$ cat src/rtl/head_tail_splitter.sv
module head_tail_splitter #(
  parameter int DATA_W    = 8,
  parameter int WHOLE_MAX = 224,
  parameter int HEAD_LEN  = 192,
  parameter int DEPTH     = 16,
  parameter int LEN_W     = 14
) (
  input  logic              clk,
  input  logic              rst_n,
  input  logic              in_valid,
  output logic              in_ready,
  input  logic [DATA_W-1:0] in_data,
  input  logic              in_last,
  input  logic [DATA_W-1:0] ctrl_class,
  output logic              lk_valid,
  output logic [DATA_W-1:0] lk_data,
  output logic              lk_last,
  output logic [$clog2(DEPTH)-1:0] lk_tag,
  output logic              tl_valid,
  output logic [DATA_W-1:0] tl_data,
  output logic              tl_last,
  output logic [$clog2(DEPTH)-1:0] tl_tag,
  input  logic              ret_valid,
  input  logic [$clog2(DEPTH)-1:0] ret_tag,
  output logic              ret_err,
  output logic              rel_valid,
  output logic [$clog2(DEPTH)-1:0] rel_tag,
  output logic [LEN_W-1:0]  rel_len,
  output logic              rel_tail,
  output logic              rel_hi
);
  localparam int TAG_W = $clog2(DEPTH);
  localparam int OC_W  = TAG_W + 1;
  localparam int HOLD  = WHOLE_MAX - HEAD_LEN + 2;
  localparam int FP_W  = $clog2(HOLD);
  localparam int FC_W  = $clog2(HOLD + 1);

  logic             in_pkt, lkd, tlm, hd_pend;
  logic [LEN_W-1:0] pos;
  logic [TAG_W-1:0] cur_tag, wp, rp;
  logic [OC_W-1:0]  occ;
  logic [DEPTH-1:0] alloc, done, closed, tailf, hif;
  logic [LEN_W-1:0] lenm [DEPTH];

  logic [DATA_W:0]  fmem [HOLD];
  logic [FP_W-1:0]  fwp, frp;
  logic [FC_W-1:0]  fcnt;

  logic             accept, start, direct, push, pop, room, elig, ret_ok;
  logic [TAG_W-1:0] tag_now;
  logic [DATA_W:0]  f_out;

  assign accept  = in_valid && in_ready;
  assign start   = accept && !in_pkt;
  assign tag_now = in_pkt ? cur_tag : wp;
  assign direct  = accept && (pos < LEN_W'(HEAD_LEN - 1));
  assign push    = accept && (pos >= LEN_W'(HEAD_LEN - 1));
  assign pop     = (lkd || tlm) && (fcnt != '0);
  assign f_out   = fmem[frp];
  assign room    = (fcnt < FC_W'(HOLD)) || (tlm && fcnt != '0);
  assign in_ready = !lkd && !(tlm && !in_pkt) && (in_pkt || occ < OC_W'(DEPTH)) && room;
  assign elig    = alloc[rp] && done[rp] && closed[rp];
  assign ret_ok  = ret_valid && alloc[ret_tag] && !done[ret_tag];

  always_ff @(posedge clk) begin
    if (push) fmem[fwp] <= {in_last, in_data};
    if (accept && in_last) lenm[tag_now] <= LEN_W'(pos + 1'b1);
  end

  always_ff @(posedge clk) begin
    if (!rst_n) begin
      in_pkt <= 1'b0; lkd <= 1'b0; tlm <= 1'b0; hd_pend <= 1'b0;
      pos <= '0; cur_tag <= '0; wp <= '0; rp <= '0; occ <= '0;
      alloc <= '0; done <= '0; closed <= '0; tailf <= '0; hif <= '0;
      fwp <= '0; frp <= '0; fcnt <= '0;
      lk_valid <= 1'b0; lk_data <= '0; lk_last <= 1'b0; lk_tag <= '0;
      tl_valid <= 1'b0; tl_data <= '0; tl_last <= 1'b0; tl_tag <= '0;
      ret_err <= 1'b0;
      rel_valid <= 1'b0; rel_tag <= '0; rel_len <= '0; rel_tail <= 1'b0; rel_hi <= 1'b0;
    end else begin
      lk_valid <= 1'b0;
      tl_valid <= 1'b0;

      if (start) begin
        alloc[wp]  <= 1'b1;
        done[wp]   <= 1'b0;
        closed[wp] <= 1'b0;
        hif[wp]    <= (in_data == ctrl_class);
        cur_tag    <= wp;
        wp         <= wp + 1'b1;
      end

      if (accept) begin
        pos    <= in_last ? '0 : pos + 1'b1;
        in_pkt <= !in_last;
        if (in_last) tailf[tag_now] <= (pos >= LEN_W'(WHOLE_MAX));
        if (pos == LEN_W'(WHOLE_MAX)) begin
          tlm     <= 1'b1;
          hd_pend <= 1'b1;
        end
        if (push && in_last && pos < LEN_W'(WHOLE_MAX)) lkd <= 1'b1;
      end

      if (direct) begin
        lk_valid <= 1'b1;
        lk_data  <= in_data;
        lk_last  <= in_last;
        lk_tag   <= tag_now;
        if (in_last) closed[tag_now] <= 1'b1;
      end

      if (pop) begin
        frp <= (frp == FP_W'(HOLD - 1)) ? '0 : frp + 1'b1;
        if (lkd || hd_pend) begin
          lk_valid <= 1'b1;
          lk_data  <= f_out[DATA_W-1:0];
          lk_last  <= lkd ? f_out[DATA_W] : 1'b1;
          lk_tag   <= cur_tag;
          hd_pend  <= 1'b0;
          if (lkd && f_out[DATA_W]) begin
            lkd <= 1'b0;
            closed[cur_tag] <= 1'b1;
          end
        end else begin
          tl_valid <= 1'b1;
          tl_data  <= f_out[DATA_W-1:0];
          tl_last  <= f_out[DATA_W];
          tl_tag   <= cur_tag;
          if (f_out[DATA_W]) begin
            tlm <= 1'b0;
            closed[cur_tag] <= 1'b1;
          end
        end
      end

      if (push) fwp <= (fwp == FP_W'(HOLD - 1)) ? '0 : fwp + 1'b1;
      fcnt <= fcnt + FC_W'(push) - FC_W'(pop);

      if (ret_ok) done[ret_tag] <= 1'b1;
      ret_err <= ret_valid && !ret_ok;

      rel_valid <= elig;
      if (elig) begin
        rel_tag   <= rp;
        rel_len   <= lenm[rp];
        rel_tail  <= tailf[rp];
        rel_hi    <= hif[rp];
        alloc[rp] <= 1'b0;
        rp        <= rp + 1'b1;
      end
      occ <= occ + OC_W'(start) - OC_W'(elig);
    end
  end

  AST_FULL_STALL: assert property (@(posedge clk) disable iff (!rst_n)
    (occ == OC_W'(DEPTH) && !in_pkt) |-> !in_ready);
  AST_REL_ORDER: assert property (@(posedge clk) disable iff (!rst_n)
    (rel_valid && $past(rel_valid)) |-> (rel_tag == TAG_W'($past(rel_tag) + 1'b1)));
  AST_TAIL_FLAG: assert property (@(posedge clk) disable iff (!rst_n)
    rel_valid |-> (rel_tail == (rel_len > LEN_W'(WHOLE_MAX))));
  AST_ERR_CAUSE: assert property (@(posedge clk) disable iff (!rst_n)
    ret_err |-> $past(ret_valid));
  AST_ONE_PATH: assert property (@(posedge clk) disable iff (!rst_n)
    !(lk_valid && tl_valid));
endmodule

$ cat config.mk
export PLATFORM = sky130hd
export DESIGN_NAME = head_tail_splitter
export DESIGN_NICKNAME = d
export VERILOG_FILES = /design/src/rtl/head_tail_splitter.sv
export SDC_FILE = /design/constraint.sdc
export NUM_CORES = 1
export LEC_CHECK = 0
export BUFFER_PORTS_ARGS = -buffer_cell sky130_fd_sc_hd__buf_2
export CAP_MARGIN = 20
export CORE_MARGIN = 2
export CORE_UTILIZATION = 51
export DETAILED_ROUTE_END_ITERATION = 8
export PLACE_DENSITY = 0.7
export SETUP_SLACK_MARGIN = 0.4
export SYNTH_ARGS = -nofsm -noshare
export SYNTH_HDL_FRONTEND = slang
export SYNTH_SLANG_ARGS = --single-unit
$ cat constraint.sdc
create_clock -name clk -period 3 [get_ports clk]
set_input_delay 0.45 -clock clk [delete_from_list [all_inputs] [get_ports clk]]
set_output_delay 0.45 -clock clk [all_outputs]
set_load 0.02 [all_outputs]
==> flow_summary_export.csv <==
group,metric,value,unit
yosys,ys_types,69,
yosys,synthXorXnorAreaFrac,1.26,%
yosys,synth.area.mux_share,15.5,%
route,met2WireLength,35800,microns
power_and_ir_drop,p_seq_share,51.6,%
yosys,synth_top_family_by_area,"multiplexers",
setup_path,cp_cell_sequence,"mux4_2, mux2_4, nand2_4, a2bb2oi_4, inv_4, ha_4, inv_2, ha_4, fa_2, a21o_1, a21oi_2, xnor2_1, nor2_1",
setup_path,cp.required,3480,ps
grt,overflow,0,
placed_design,dp_hpwl,44400,microns
clocking,cts_hold_buf,0,
yosys,syn_area,29300,sq um
power_and_ir_drop,power.leakage,0.0116,uW
yosys,synth-adder-area-share,1.38,%
route,drtPass1Iterations,5,
layout,num-fill-cells,4163,
power_and_ir_drop,internal_power,16500,uW
clocking,cts-root-buf,"clkbuf_16",
power_and_ir_drop,comb_power_share,4.8,%
sta,tightestPinTransition,1060,ps
sta,hold_viol,0,
route,ant_nets,0,
sta,fmax,0.348,GHz
route,met3_length,5040,microns
yosys,synth_area_leaders,"edfxtp_1 (54%), dfxtp_1 (13%), mux4_2 (13%)",
power_and_ir_drop,swShare,21.6,%
die,rows,87,
setup_path,startpoint,"rp[0]",
yosys,synth_top_area_share,54.4,%
route,met1_length,28100,microns
layout,final_nets,2118,
clocking,cts.sinks,719,
clocking,worstSkewPairLatency,630,ps
sta,slew_violations,0,
setup_path,worst_r2r_path_depth,13,
clocking,clkTransAtPathRegs,60,ps
die,boundaryPins,76,
clocking,htreeDepth,3,
yosys,syn_avg_cell_area,15.7,sq um
yosys,ys_warn_count,0,
placed_design,post-place-cells,2714,
route,wire_per_inst,24.6,microns
layout,stdcell_count,2877,
route,wl,70800,microns
clocking,cts_made_buffers,75,
route,drcViolationCount,0,
sta,rsz0062_at_grt,"yes",
yosys,synth.net_count,1922,
yosys,yosys.area.top_type,"edfxtp_1",
setup_path,cp_slowest_cell,"mux4_2",
status,outcome,"finished clean",
die,coreArea,56600,sq um
die,die_w,244,microns
power_and_ir_drop,max-vdd-ir-drop,0.000498,V
setup_path,crit_arrival,3350,ps
yosys,synth-compound-area-share,5.32,%
sta,setup_violations,0,
clocking,cts_buffer_depth,3,
placed_design,portBuffers,75,
setup_path,crit_path_start_kind,"flip-flop",
yosys,synth_edf_count,530,
clocking,cts_tree,"done",
yosys,synthSimpleGateAreaFrac,6.77,%
route,vias,17300,
yosys,ys_seq_elements,719,
route,viasPerCell,6.02,
grt,grtUsageTotal,24.0,%
layout,synthToLayoutAreaGrowth,16.9,%
yosys,async_flop_share,0,%
setup_path,cp_max_fo,4,
setup_path,slowest_delay,490,ps
die,die_area,59300,sq um
setup_path,cp-end-kind,"flip-flop",
worst_hold_path,hp-class,"input pin to flip-flop",
sta,relSlewSlack,29.1,%
yosys,seq_area_frac_synth,67.3,%
sta,fin_crit_sh,95.7,%
setup_path,r2r_start,"rp[0]",
setup_path,cp_common_cell,"ha_4",
yosys,synthCells,1866,
sta,fin_crit,2870,ps
route,drtIter0Drc,1571,
placed_design,gp_congestion,0.875,
setup_path,critPathKind,"flip-flop to flip-flop",
layout,ff_latch_area,19700,sq um
layout,multiInputGateArea,9210,sq um
job,timing.max_cap.violations,0,
setup_path,crit_end,"occ[4]",
power_and_ir_drop,clkPwrFrac,43.6,%
layout,layout-drive-gt1-share,28.1,%
sta,finalClockSkew,23.7,ps
die,die-height,244,microns
layout,n_antenna_cell,0,
power_and_ir_drop,p_per_area,614,nW/um^2
setup_path,worst_r2r_endpoint,"occ[4]",
sta,fin_tns_setup,0,ps
power_and_ir_drop,p_switching,4530,uW
grt,antenna_found_initial,1,
die,start_util,51.7,%
yosys,synth-main-ff-cell,"edfxtp_1",
grt,first_global_vias,17500,
power_and_ir_drop,fin_total_pwr,21000,uW
grt,grt_max_degree,65,
route,routed.top_layer,"met4",
worst_hold_path,hold_depth,3,
grt,grt_pass1_wl,107000,microns
setup_path,r2r_setup_slack,130,ps
per-layer routing:
layer	vias up	GRT usage, %
met5	-	0
met4	0	7.57
met3	125	4.46
met2	679	40.6
met1	8867	31.7
li1	7645	-
registers in the layout (all words and copies together) (netlist names), 14 cells and up, named ones only:
signal   cells
lenm       224
pos         14
done        16
rel_len     14
tailf       16
hif         16
closed      16
fmem       306
alloc       16
cell usage after synthesis, types with 5 or more instances:
master	count
a21oi_1	39
a221oi_1	15
a22oi_1	6
a31oi_1	11
a32o_1	9
and2_1	5
and3_1	14
buf_1	16
buf_2	20
buf_4	7
clkbuf_1	63
dfxtp_1	189
edfxtp_1	530
ha_1	29
inv_1	54
mux2i_1	82
mux4_2	164
nand2_1	129
nand2b_1	15
nand3_1	57
nand3b_1	5
nand4_1	12
nor2_1	144
nor2b_1	13
nor3_1	17
nor4_1	6
o21ai_0	55
o221a_2	8
o22ai_1	25
o311ai_1	8
o32a_1	8
o32ai_1	5
xnor2_1	25
xor2_1	17
how the worst min path moves through the flow:
stage / from / end
global route: ret_tag[2] / ret_err
CTS: ret_tag[2] / ret_err
floorplan: tailf[10] / tailf[10]
global placement: tailf[6] / tailf[6]
finish: ret_tag[2] / ret_err
detailed placement: tailf[8] / tailf[8]
what timing repair did:
| action | in CTS | in global routing |
|---|---|---|
| endpoints found under the setup margin | 81 | 539 |
| setup buffers | 16 | 8 |
| gates resized for setup | 23 | 47 |
| pin swaps | 15 | 16 |
| cloned | 0 | 2 |
cells by family (layout without fill, tap and decap cells):
kind of cell,count (synthesis),after routing
xor gates and xnor gates,42,42
adders and majority gates,31,31
DFF,719,719
buffers and inverters,165,420
muxes,249,249
and+or+nand+nor,435,435
AOI/OAI and AO/OA,225,225
power by group through the flow:
stage / combinational, uW / sequential, uW / clock (uW)
detailed placement: 967 / 11000 / 0
finish: 1010 / 10800 / 9140
CTS: 999 / 10800 / 9290
global placement: 941 / 11000 / 0
floorplan: 592 / 11000 / 0
global route: 1100 / 10800 / 9660
area by class of cell:
| type | instances | area share (%) |
|---|---|---|
| timing repair buffer | 228 | 4.93 |
| tap | 756 | 2.77 |
| sequential | 719 | 57.6 |
| inverter | 56 | 0.633 |
| clock buffer | 101 | 6.13 |
| multi-input combinational | 982 | 26.9 |
| clock inverter | 35 | 0.969 |
worst max-delay path: cells and delay by family, from the launching register on:
| family | cells | cell delay [ps] |
|---|---|---|
| mux | 2 | 780 |
| fa+ha+maj | 3 | 750 |
| compound gates | 3 | 490 |
| flops | 1 | 370 |
| simple gates | 2 | 120 |
| xor+xnor | 1 | 120 |
| buf+inv | 2 | 100 |
per-stage QoR:
| stage | hold slack [ps] | setup slack, ps | instance area [sq um] | util, % |
|---|---|---|---|---|
| 2_1_floorplan | 432 | -34.7 | 29400 | - |
| 4_1_cts | 81.3 | 132 | 33900 | 59.9 |
| 3_5_place_dp | 449 | 73.0 | 31300 | 55.3 |
| 6_report | 111 | 129 | 34200 | 60.4 |
| 3_3_place_gp | 439 | 112 | 31300 | 55.2 |
| 5_1_grt | 123 | 3.48 | 34200 | 60.4 |
layout by cell type (no fill, tap or decap), types with 21 or more instances in the layout:
cell,n
a21oi_1,35
buf_2,74
buf_4,125
buf_6,21
clkbuf_16,78
dfxtp_1,183
edfxtp_1,530
ha_1,23
inv_1,45
mux2i_1,82
mux4_2,164
nand2_1,122
nand3_1,55
nor2_1,124
o21ai_0,52
o22ai_1,25
xnor2_1,23
Note: power is estimated with default switching activity, not from simulation.
